$ cat config.mk
export PLATFORM = sky130hd
export DESIGN_NAME = panel_cmd_seq
export DESIGN_NICKNAME = d
export VERILOG_FILES = /design/src/rtl/panel_seq_pkg.sv /design/src/rtl/panel_seq_ctrl.sv /design/src/rtl/panel_seq_dp.sv /design/src/rtl/panel_cmd_seq.sv
export SDC_FILE = /design/constraint.sdc
export NUM_CORES = 1
export LEC_CHECK = 0
export BUFFER_PORTS_ARGS = -buffer_cell sky130_fd_sc_hd__buf_2
export CORE_ASPECT_RATIO = 1.4
export CORE_MARGIN = 3
export CORE_UTILIZATION = 43
export DETAILED_ROUTE_END_ITERATION = 7
export PLACE_DENSITY = 0.82
export SLEW_MARGIN = 10
export SYNTH_ARGS = -nofsm -noshare
export SYNTH_HDL_FRONTEND = slang
export SYNTH_HIERARCHICAL = 1
export SYNTH_SLANG_ARGS = --single-unit
export TNS_END_PERCENT = 1
$ cat constraint.sdc
create_clock -name clk -period 2 [get_ports clk]
set_clock_uncertainty 0.15 [all_clocks]
set_input_delay 0.4 -clock clk [delete_from_list [all_inputs] [get_ports clk]]
set_output_delay 0.4 -clock clk [all_outputs]
set_load 0.02 [all_outputs]
$ cat src/rtl/panel_seq_pkg.sv
package panel_seq_pkg;

  typedef enum logic [2:0] {
    ST_IDLE,
    ST_SETUP,
    ST_STROBE1,
    ST_STROBE2,
    ST_HOLD,
    ST_PIXWAIT,
    ST_VWAIT
  } seqState_t;

  localparam logic [2:0] OP_READ  = 3'd0;
  localparam logic [2:0] OP_WRITE = 3'd1;
  localparam logic [2:0] OP_FRAME = 3'd2;
  localparam logic [2:0] OP_VSYNC = 3'd3;
  localparam logic [2:0] OP_IRQ   = 3'd5;

  // Strobes from control to datapath
  typedef struct packed {
    logic loadCmd;     // capture data byte and register-select from the word
    logic loadPix;     // capture a pixel byte, count one frame byte
    logic loadCount;   // start a frame
    logic startRead;   // clear completion bit
    logic latchRead;   // capture the panel byte
    logic setCmdFlag;  // interrupt opcode taken
  } seqStrobes_t;

endpackage

$ cat src/rtl/panel_seq_ctrl.sv
module panel_seq_ctrl
  import panel_seq_pkg::*;
(
  input  logic        clk,
  input  logic        rstN,
  input  logic        cmdValid,
  input  logic [2:0]  opcode,
  input  logic        pixValid,
  input  logic        vsyncPulse,
  input  logic        cntZero,
  output logic        cmdReady,
  output logic        pixReady,
  output logic        wrN,
  output logic        rdN,
  output logic        busOe,
  output seqStrobes_t strb
);

  seqState_t state, nextState;
  logic      isRead, isReadNext;
  logic      inXfer, inStrobe;

  always_ff @(posedge clk or negedge rstN) begin
    if (!rstN) begin
      state  <= ST_IDLE;
      isRead <= 1'b0;
    end else begin
      state  <= nextState;
      isRead <= isReadNext;
    end
  end

  always_comb begin
    nextState  = state;
    isReadNext = isRead;
    strb       = '0;
    case (state)
      ST_IDLE: begin
        if (cmdValid) begin
          case (opcode)
            OP_READ: begin
              strb.loadCmd   = 1'b1;
              strb.startRead = 1'b1;
              isReadNext     = 1'b1;
              nextState      = ST_SETUP;
            end
            OP_WRITE: begin
              strb.loadCmd = 1'b1;
              isReadNext   = 1'b0;
              nextState    = ST_SETUP;
            end
            OP_FRAME: begin
              strb.loadCmd   = 1'b1;
              strb.loadCount = 1'b1;
              isReadNext     = 1'b0;
              nextState      = ST_PIXWAIT;
            end
            OP_VSYNC: nextState = ST_VWAIT;
            OP_IRQ:   strb.setCmdFlag = 1'b1;
            default:  nextState = ST_IDLE;
          endcase
        end
      end
      ST_PIXWAIT: begin
        if (pixValid) begin
          strb.loadPix = 1'b1;
          nextState    = ST_SETUP;
        end
      end
      ST_SETUP:   nextState = ST_STROBE1;
      ST_STROBE1: nextState = ST_STROBE2;
      ST_STROBE2: begin
        strb.latchRead = isRead;
        nextState      = ST_HOLD;
      end
      ST_HOLD:  nextState = cntZero ? ST_IDLE : ST_PIXWAIT;
      ST_VWAIT: if (vsyncPulse) nextState = ST_IDLE;
      default:  nextState = ST_IDLE;
    endcase
  end

  assign inStrobe = (state == ST_STROBE1) || (state == ST_STROBE2);
  assign inXfer   = inStrobe || (state == ST_SETUP) || (state == ST_HOLD);
  assign cmdReady = (state == ST_IDLE);
  assign pixReady = (state == ST_PIXWAIT);
  assign wrN      = !(inStrobe && !isRead);
  assign rdN      = !(inStrobe && isRead);
  assign busOe    = inXfer && !isRead;

endmodule

$ cat src/rtl/panel_seq_dp.sv
module panel_seq_dp
  import panel_seq_pkg::*;
#(
  parameter int DATA_W      = 8,
  parameter int FRAME_BYTES = 16
) (
  input  logic              clk,
  input  logic              rstN,
  input  seqStrobes_t       strb,
  input  logic [DATA_W:0]   cmdField,
  input  logic [DATA_W-1:0] pixData,
  input  logic [DATA_W-1:0] busIn,
  input  logic              cmdValid,
  input  logic              maskRdStat,
  input  logic              maskCmd,
  input  logic              ackRdStat,
  input  logic              ackCmd,
  output logic              cntZero,
  output logic [DATA_W-1:0] busOut,
  output logic              selA0,
  output logic [DATA_W+2:0] panelStatus,
  output logic              irqRdStat,
  output logic              irqCmd
);

  localparam int CNT_W = $clog2(FRAME_BYTES + 1);
  localparam logic [CNT_W-1:0] FRAME_CNT = CNT_W'(FRAME_BYTES);
  localparam int OK_BIT = DATA_W + 1;

  logic [DATA_W-1:0] dataReg;
  logic              a0Reg;
  logic [CNT_W-1:0]  byteCnt;
  logic [DATA_W+2:0] statusReg;
  logic              rdFlag, cmdFlag;

  always_ff @(posedge clk or negedge rstN) begin
    if (!rstN) begin
      dataReg <= '0;
      a0Reg   <= 1'b0;
    end else if (strb.loadCmd) begin
      dataReg <= cmdField[DATA_W-1:0];
      a0Reg   <= cmdField[DATA_W];
    end else if (strb.loadPix) begin
      dataReg <= pixData;
    end
  end

  always_ff @(posedge clk or negedge rstN) begin
    if (!rstN) byteCnt <= '0;
    else if (strb.loadCount) byteCnt <= FRAME_CNT;
    else if (strb.loadPix && byteCnt != '0) byteCnt <= byteCnt - 1'b1;
  end

  always_ff @(posedge clk or negedge rstN) begin
    if (!rstN) begin
      statusReg <= '0;
    end else if (strb.latchRead) begin
      statusReg <= {cmdValid, 1'b1, a0Reg, busIn};
    end else if (strb.startRead) begin
      statusReg[OK_BIT] <= 1'b0;
    end
  end

  always_ff @(posedge clk or negedge rstN) begin
    if (!rstN) begin
      rdFlag  <= 1'b0;
      cmdFlag <= 1'b0;
    end else begin
      if (strb.latchRead) rdFlag <= 1'b1;
      else if (ackRdStat) rdFlag <= 1'b0;
      if (strb.setCmdFlag) cmdFlag <= 1'b1;
      else if (ackCmd)     cmdFlag <= 1'b0;
    end
  end

  assign cntZero     = (byteCnt == '0);
  assign busOut      = dataReg;
  assign selA0       = a0Reg;
  assign panelStatus = statusReg;
  assign irqRdStat   = rdFlag && !maskRdStat;
  assign irqCmd      = cmdFlag && !maskCmd;

endmodule

$ cat src/rtl/panel_cmd_seq.sv
module panel_cmd_seq
  import panel_seq_pkg::*;
#(
  parameter int DATA_W      = 8,
  parameter int FRAME_BYTES = 16
) (
  input  logic              clk,
  input  logic              rstN,
  input  logic              cmdValid,
  input  logic [DATA_W+3:0] cmdWord,
  output logic              cmdReady,
  input  logic              pixValid,
  input  logic [DATA_W-1:0] pixData,
  output logic              pixReady,
  input  logic              vsyncPulse,
  output logic [DATA_W-1:0] busOut,
  input  logic [DATA_W-1:0] busIn,
  output logic              busOe,
  output logic              selA0,
  output logic              wrN,
  output logic              rdN,
  output logic [DATA_W+2:0] panelStatus,
  input  logic              maskRdStat,
  input  logic              maskCmd,
  input  logic              ackRdStat,
  input  logic              ackCmd,
  output logic              irqRdStat,
  output logic              irqCmd
);

  seqStrobes_t strb;
  logic        cntZero;

  panel_seq_ctrl u_ctrl (
    .clk        (clk),
    .rstN       (rstN),
    .cmdValid   (cmdValid),
    .opcode     (cmdWord[DATA_W+3:DATA_W+1]),
    .pixValid   (pixValid),
    .vsyncPulse (vsyncPulse),
    .cntZero    (cntZero),
    .cmdReady   (cmdReady),
    .pixReady   (pixReady),
    .wrN        (wrN),
    .rdN        (rdN),
    .busOe      (busOe),
    .strb       (strb)
  );

  panel_seq_dp #(
    .DATA_W      (DATA_W),
    .FRAME_BYTES (FRAME_BYTES)
  ) u_dp (
    .clk         (clk),
    .rstN        (rstN),
    .strb        (strb),
    .cmdField    (cmdWord[DATA_W:0]),
    .pixData     (pixData),
    .busIn       (busIn),
    .cmdValid    (cmdValid),
    .maskRdStat  (maskRdStat),
    .maskCmd     (maskCmd),
    .ackRdStat   (ackRdStat),
    .ackCmd      (ackCmd),
    .cntZero     (cntZero),
    .busOut      (busOut),
    .selA0       (selA0),
    .panelStatus (panelStatus),
    .irqRdStat   (irqRdStat),
    .irqCmd      (irqCmd)
  );

endmodule

* Word level (Yosys, flattened, before mapping) *
Cells that the tools add are included.

word-level totals
  output and inout port bits = 27
  word-level logic and storage cells = 83
  flip-flop bits (word level) = 31
  input port bits = 37

cells by class
  muxes and demuxes = 30
  equal/unequal tests = 14
  $add $sub $neg = 1
  reductions and logical operators = 29

operator list
  cell                                                                 number
  3-bit case mux with 7 select lines                                   1
  1-bit two-way mux                                                    17
  8-bit two-way mux                                                    2
  3-bit by 2-bit == test with 1-bit output (second input constant)     4
  3-bit == test (second input constant)                                4
  3-bit two-way mux                                                    4
  3-bit case mux with 4 select lines                                   1
  2-bit nonzero test                                                   6
  5-bit two-way mux                                                    2
  2-bit inequality test (second input constant)                        4
  3-bit by 1-bit == test with 1-bit output (second input constant)     2
  1-bit logical AND                                                    6
  3-bit logical NOT                                                    2
  1-bit logical NOT                                                    5
  5-bit logical NOT                                                    1
  5-bit nonzero test                                                   1
  5-bit by 1-bit subtractor with 5-bit output (second input constant)  1
  2-bit two-way mux                                                    2
  4-bit AND reduction                                                  1
  2-bit OR reduction                                                   2
  1-bit logical OR                                                     3
  3-bit AND reduction                                                  1
  3-bit OR reduction                                                   1
  1-bit case mux with 2 select lines                                   1

* Longest topological paths before layout *
  depth after elaboration = 6
  mapped depth = 8
  gate-level depth less buffers = 7

* Cells and area by module *
Netlist, hierarchy kept.

by module, submodules not included
  module          instances  area an instance (um^2)  cells an instance  sequential area each (um^2)
  panel_seq_dp    1          1138.6                   94                 675.6
  panel_seq_ctrl  1          401.6                    48                 100.1

* Worst setup path before layout *
Ideal clock, no wire load.

  path type = reg2reg
  start point = reg u_ctrl.state[2]
  end point = reg u_dp.byteCnt[3]
  path buffers = 1
  slack = -0.073 ns
  cell stages (with the launch flop) = 7
  period minus slack after synthesis = 2.073 ns
  arrival = 1.841 ns
  required time = 1.767 ns
  setup time = 0.083 ns
  cell sequence = dfrtp_1 > buf_6 > nor2b_1 > and3_1 > or4b_1 > or4_1 > o21ai_0

RTL lines
  element                 line                  RTL
  from (decl)             panel_seq_ctrl.sv:19  seqState_t state, nextState;
  from (signal assigned)  panel_seq_ctrl.sv:28  state <= nextState;
  to (signal assigned)    panel_seq_dp.sv:51    else if (strb.loadPix && byteCnt != '0) byteCnt <= byteCnt - 1'b1;
  to (decl)               panel_seq_dp.sv:32    logic [CNT_W-1:0] byteCnt;

* Worst setup path after layout *
  start point = reg u_ctrl.state[1]
  end point = out busOe

on the way
  cells in the longest elaborated chain, start to end = 5
  elaborated cells on any way between the ends = 8
  those cells by class = eq/ne (4); reduce/logical (4)

ends and longest elaborated chain
  element                                   line                  RTL
  3-bit by 2-bit == test with 1-bit output  panel_seq_ctrl.sv:82  assign inStrobe = (state == ST_STROBE1) || (state == ST_STROBE2);
  1-bit logical OR                          panel_seq_ctrl.sv:82
  1-bit logical OR                          panel_seq_ctrl.sv:83  assign inXfer = inStrobe || (state == ST_SETUP) || (state == ST_HOLD);
  1-bit logical OR (*)                      panel_seq_ctrl.sv:83
  1-bit logical AND (*)                     panel_seq_ctrl.sv:88  assign busOe = inXfer && !isRead;
  to (decl)                                 panel_cmd_seq.sv:18   output logic busOe,

Mark *: on every way between the ends. The rest lies on a longest branch, timed or not.

==> out/qor.yml <==
detailed_routing:
  routedWlPerCell_microns: 13.9
  drt_iter0_drc: 28
  post-route-drc-count: 0
  first_pass_iters: 4
  vias_per_cell: 5.13
  antenna_left: 0
  drt-total-wl_microns: 3560
  vias: 1319
sta:
  max_freq_mhz: 505
  timing.slew.headroom: 0.554
  final-hold-violation-count: 0
  setup_slack_ns: 0.0191
  maxSlewViolCount: 0
  holdWs_ns: 0.00997
  finalCritPeriodShare: 0.990
  rsz0062_at_grt: "true"
  worstMarginPinSlew_ns: 0.669
  fin_crit_ns: 1.98
  setup_violations: 0
finish:
  fin_nets: 254
  area_delta_synth_final_pct: 35.1
  final-seq-area_sq_um: 776
  multi_input_area_sq_um: 717
  drive_above_1_share: 0.484
  nFillCells: 289
  antenna_cells: 0
worst_setup_path:
  criticalPathCategory: "flip-flop to output port"
  worstPathArrival_ns: 1.43
  critPathMaxFanout: 4
  cp_slowest_stage_delay_ns: 0.43
  slowest_stage: "dfrtp_1"
  rr_startpoint: "u_ctrl/state[1]$_DFFE_PN0P_"
  rrSetupSlack_ns: 0.03
  crit_buf_inv: 1
  required_ns: 1.45
  crit_path_cell_trace: "or3_4 > and3_4 > buf_6"
  r2r_cells: 5
  end_kind: "output port"
  cpLargestDelayFamily: "simple AND/OR/NAND/NOR gates"
  crit_path_start_kind: "flip-flop"
  regToRegEndpoint: "u_dp/byteCnt[3]$_DFFE_PN0P_"
power_and_ir_drop:
  powerDensity_nw_per_um2: 1510
  p_leak_uw: 0.00104
  vdd_ir_drop_max_mv: 0.858
clocking:
  htree_levels: 2
  root_buffer: "clkbuf_8"
  ctsHoldBuffers: 0
  cts_sinks: 31
  clock_latency_ns: 0.27
  cts_buffer_depth: 2
  cts_tree: "done"
  cts_buffers: 5
  clkTransAtPathRegs_ns: 0.06
die:
  die_area_sq_um: 4350
  io_pins: 64
  start_util: 0.452
  rows: 25
  coreArea_sq_um: 3410
  die_w_microns: 56.6
  die_h_microns: 76.8
synthesis:
  ys_seq_elements: 31
  synth_warnings: 6
  syn_inst: 142
  ys_types: 44
  synth_area_sq_um: 1540
  syn_avg_cell_area_sq_um: 10.8
  postSynthNetCount: 180
  ys_seq_area_frac: 0.504
global_routing:
  grt_pass1_vias: 1376
  antenna_found_initial: 0
  overflow: 0
  grt.total_usage: 0.177
  grt_pass1_wl_microns: 6090
  grt_max_degree: 32
place:
  port_buffers: 63
  gp_congestion: 0.803
  post-place-ws_ns: 0.00197
  hpwl_microns: 2640
worst_hold_path:
  min_path_type: "primary input to async pin"
run_status:
  outcome: "finished clean"
flow_run:
  drv_cap: 0
kinds of logic after synthesis:
logic type,after synthesis,synth area share
compound gates,34,0.149
flops,31,0.504
buf+inv,16,0.0463
fa+ha+maj,1,0.00812
simple gates,41,0.160
mux,19,0.132
what timing repair did:
action	4_1_cts	5_1_grt
pin swaps	1	1
gates resized for setup	5	6
setup endpoints to repair	3	9
setup buffers	1	0
gates cloned	0	0
cells in the final DEF, fill, tap and decap left out, drive strengths merged, types with 4 or more instances in the layout:
cell	instances
nand2	15
buf	73
a21o	4
inv	9
o21ai	13
clkbuf	8
mux2i	8
mux2	11
nor2b	5
dfrtp	31
a21oi	5
Yosys cell counts (all sizes together):
library cell	n	area [sq um]
a22o	1	8.76
dfrtp	31	776
o31ai	1	7.51
mux2	11	124
o311ai	1	8.76
a221o	1	10.0
o21bai	1	11.3
nand2b	3	18.8
buf	4	25.0
mux2i	8	80.1
nand3b	1	7.51
nor3b	1	7.51
a221oi	1	8.76
and2b	1	7.51
nand3	1	5.00
or3	2	17.5
ha	1	12.5
a311oi	2	17.5
or4b	2	20.0
nor2b	5	31.3
a2bb2oi	1	8.76
a211oi	1	7.51
or4	1	7.51
clkinv	1	5.00
a21oi	5	28.8
and3	2	12.5
a21o	4	30.0
and2	1	6.26
nor2	3	11.3
nor4b	1	8.76
nor3	2	21.3
o21ai	13	65.1
a2111oi	1	8.76
clkbuf	2	7.51
nand2	15	63.8
o2bb2ai	1	8.76
inv	9	33.8
flip-flops by register name, summed over array words and instances, names as in the netlist:
signal	cells
u_dp/selA0	1
u_dp/busOut	8
u_dp/rdFlag	1
u_dp/panelStatus	11
u_dp/cmdFlag	1
u_ctrl/state	3
u_ctrl/isRead	1
u_dp/byteCnt	5
metal layers:
layer	part of all wire	track usage
met3	0.064	0.0522
met2	0.52	0.293
met5	0	0
met4	0.019	0.0713
met1	0.40	0.210
power by group:
| group | total [uW] | internal (uW) | switching [uW] | leakage [uW] |
|---|---|---|---|---|
| clock network | 531 | 314 | 218 | 0.0000515 |
| registers | 1080 | 910 | 175 | 0.000387 |
| logic | 1530 | 683 | 848 | 0.000598 |
| total | 3150 | 1910 | 1240 | 0.00104 |
layout make-up:
class,instances,area share
Tap cell,40,0.0241
Multi-Input combinational cell,95,0.345
Sequential cell,31,0.373
Clock buffer,8,0.0481
Timing Repair Buffer,73,0.191
Inverter,10,0.0198
worst max path at each step:
stage,start,to,slack [ns],depth (start not counted)
after floorplan,u_ctrl/state[2]$_DFFE_PN0P_,u_dp/panelStatus[10]$_DFFE_PN0P_,-0.01,6
after global placement,u_dp/byteCnt[0]$_DFFE_PN0P_,u_ctrl/state[0]$_DFFE_PN0P_,0.06,7
after detailed placement,u_dp/byteCnt[0]$_DFFE_PN0P_,u_ctrl/state[0]$_DFFE_PN0P_,0.002,7
after CTS,u_ctrl/state[1]$_DFFE_PN0P_,busOe,0.002,3
after global routing,u_dp/byteCnt[0]$_DFFE_PN0P_,u_ctrl/state[0]$_DFFE_PN0P_,-0.02,7
final,u_ctrl/state[1]$_DFFE_PN0P_,busOe,0.02,3
stage by stage:
stage	cell area, sq um	total power (uW)	utilization	TNS [ns]	std cells
final	2080	3150	0.610	0	257
after global routing	2080	3360	0.610	-0.0553	257
after CTS	2070	3140	0.607	0	257
after detailed placement	1950	2520	0.571	0	248
after global placement	1950	2480	0.571	0	248
after floorplan	1550	2040	-	-0.0794	142
No activity file was read; power rests on OpenSTA's default activity.
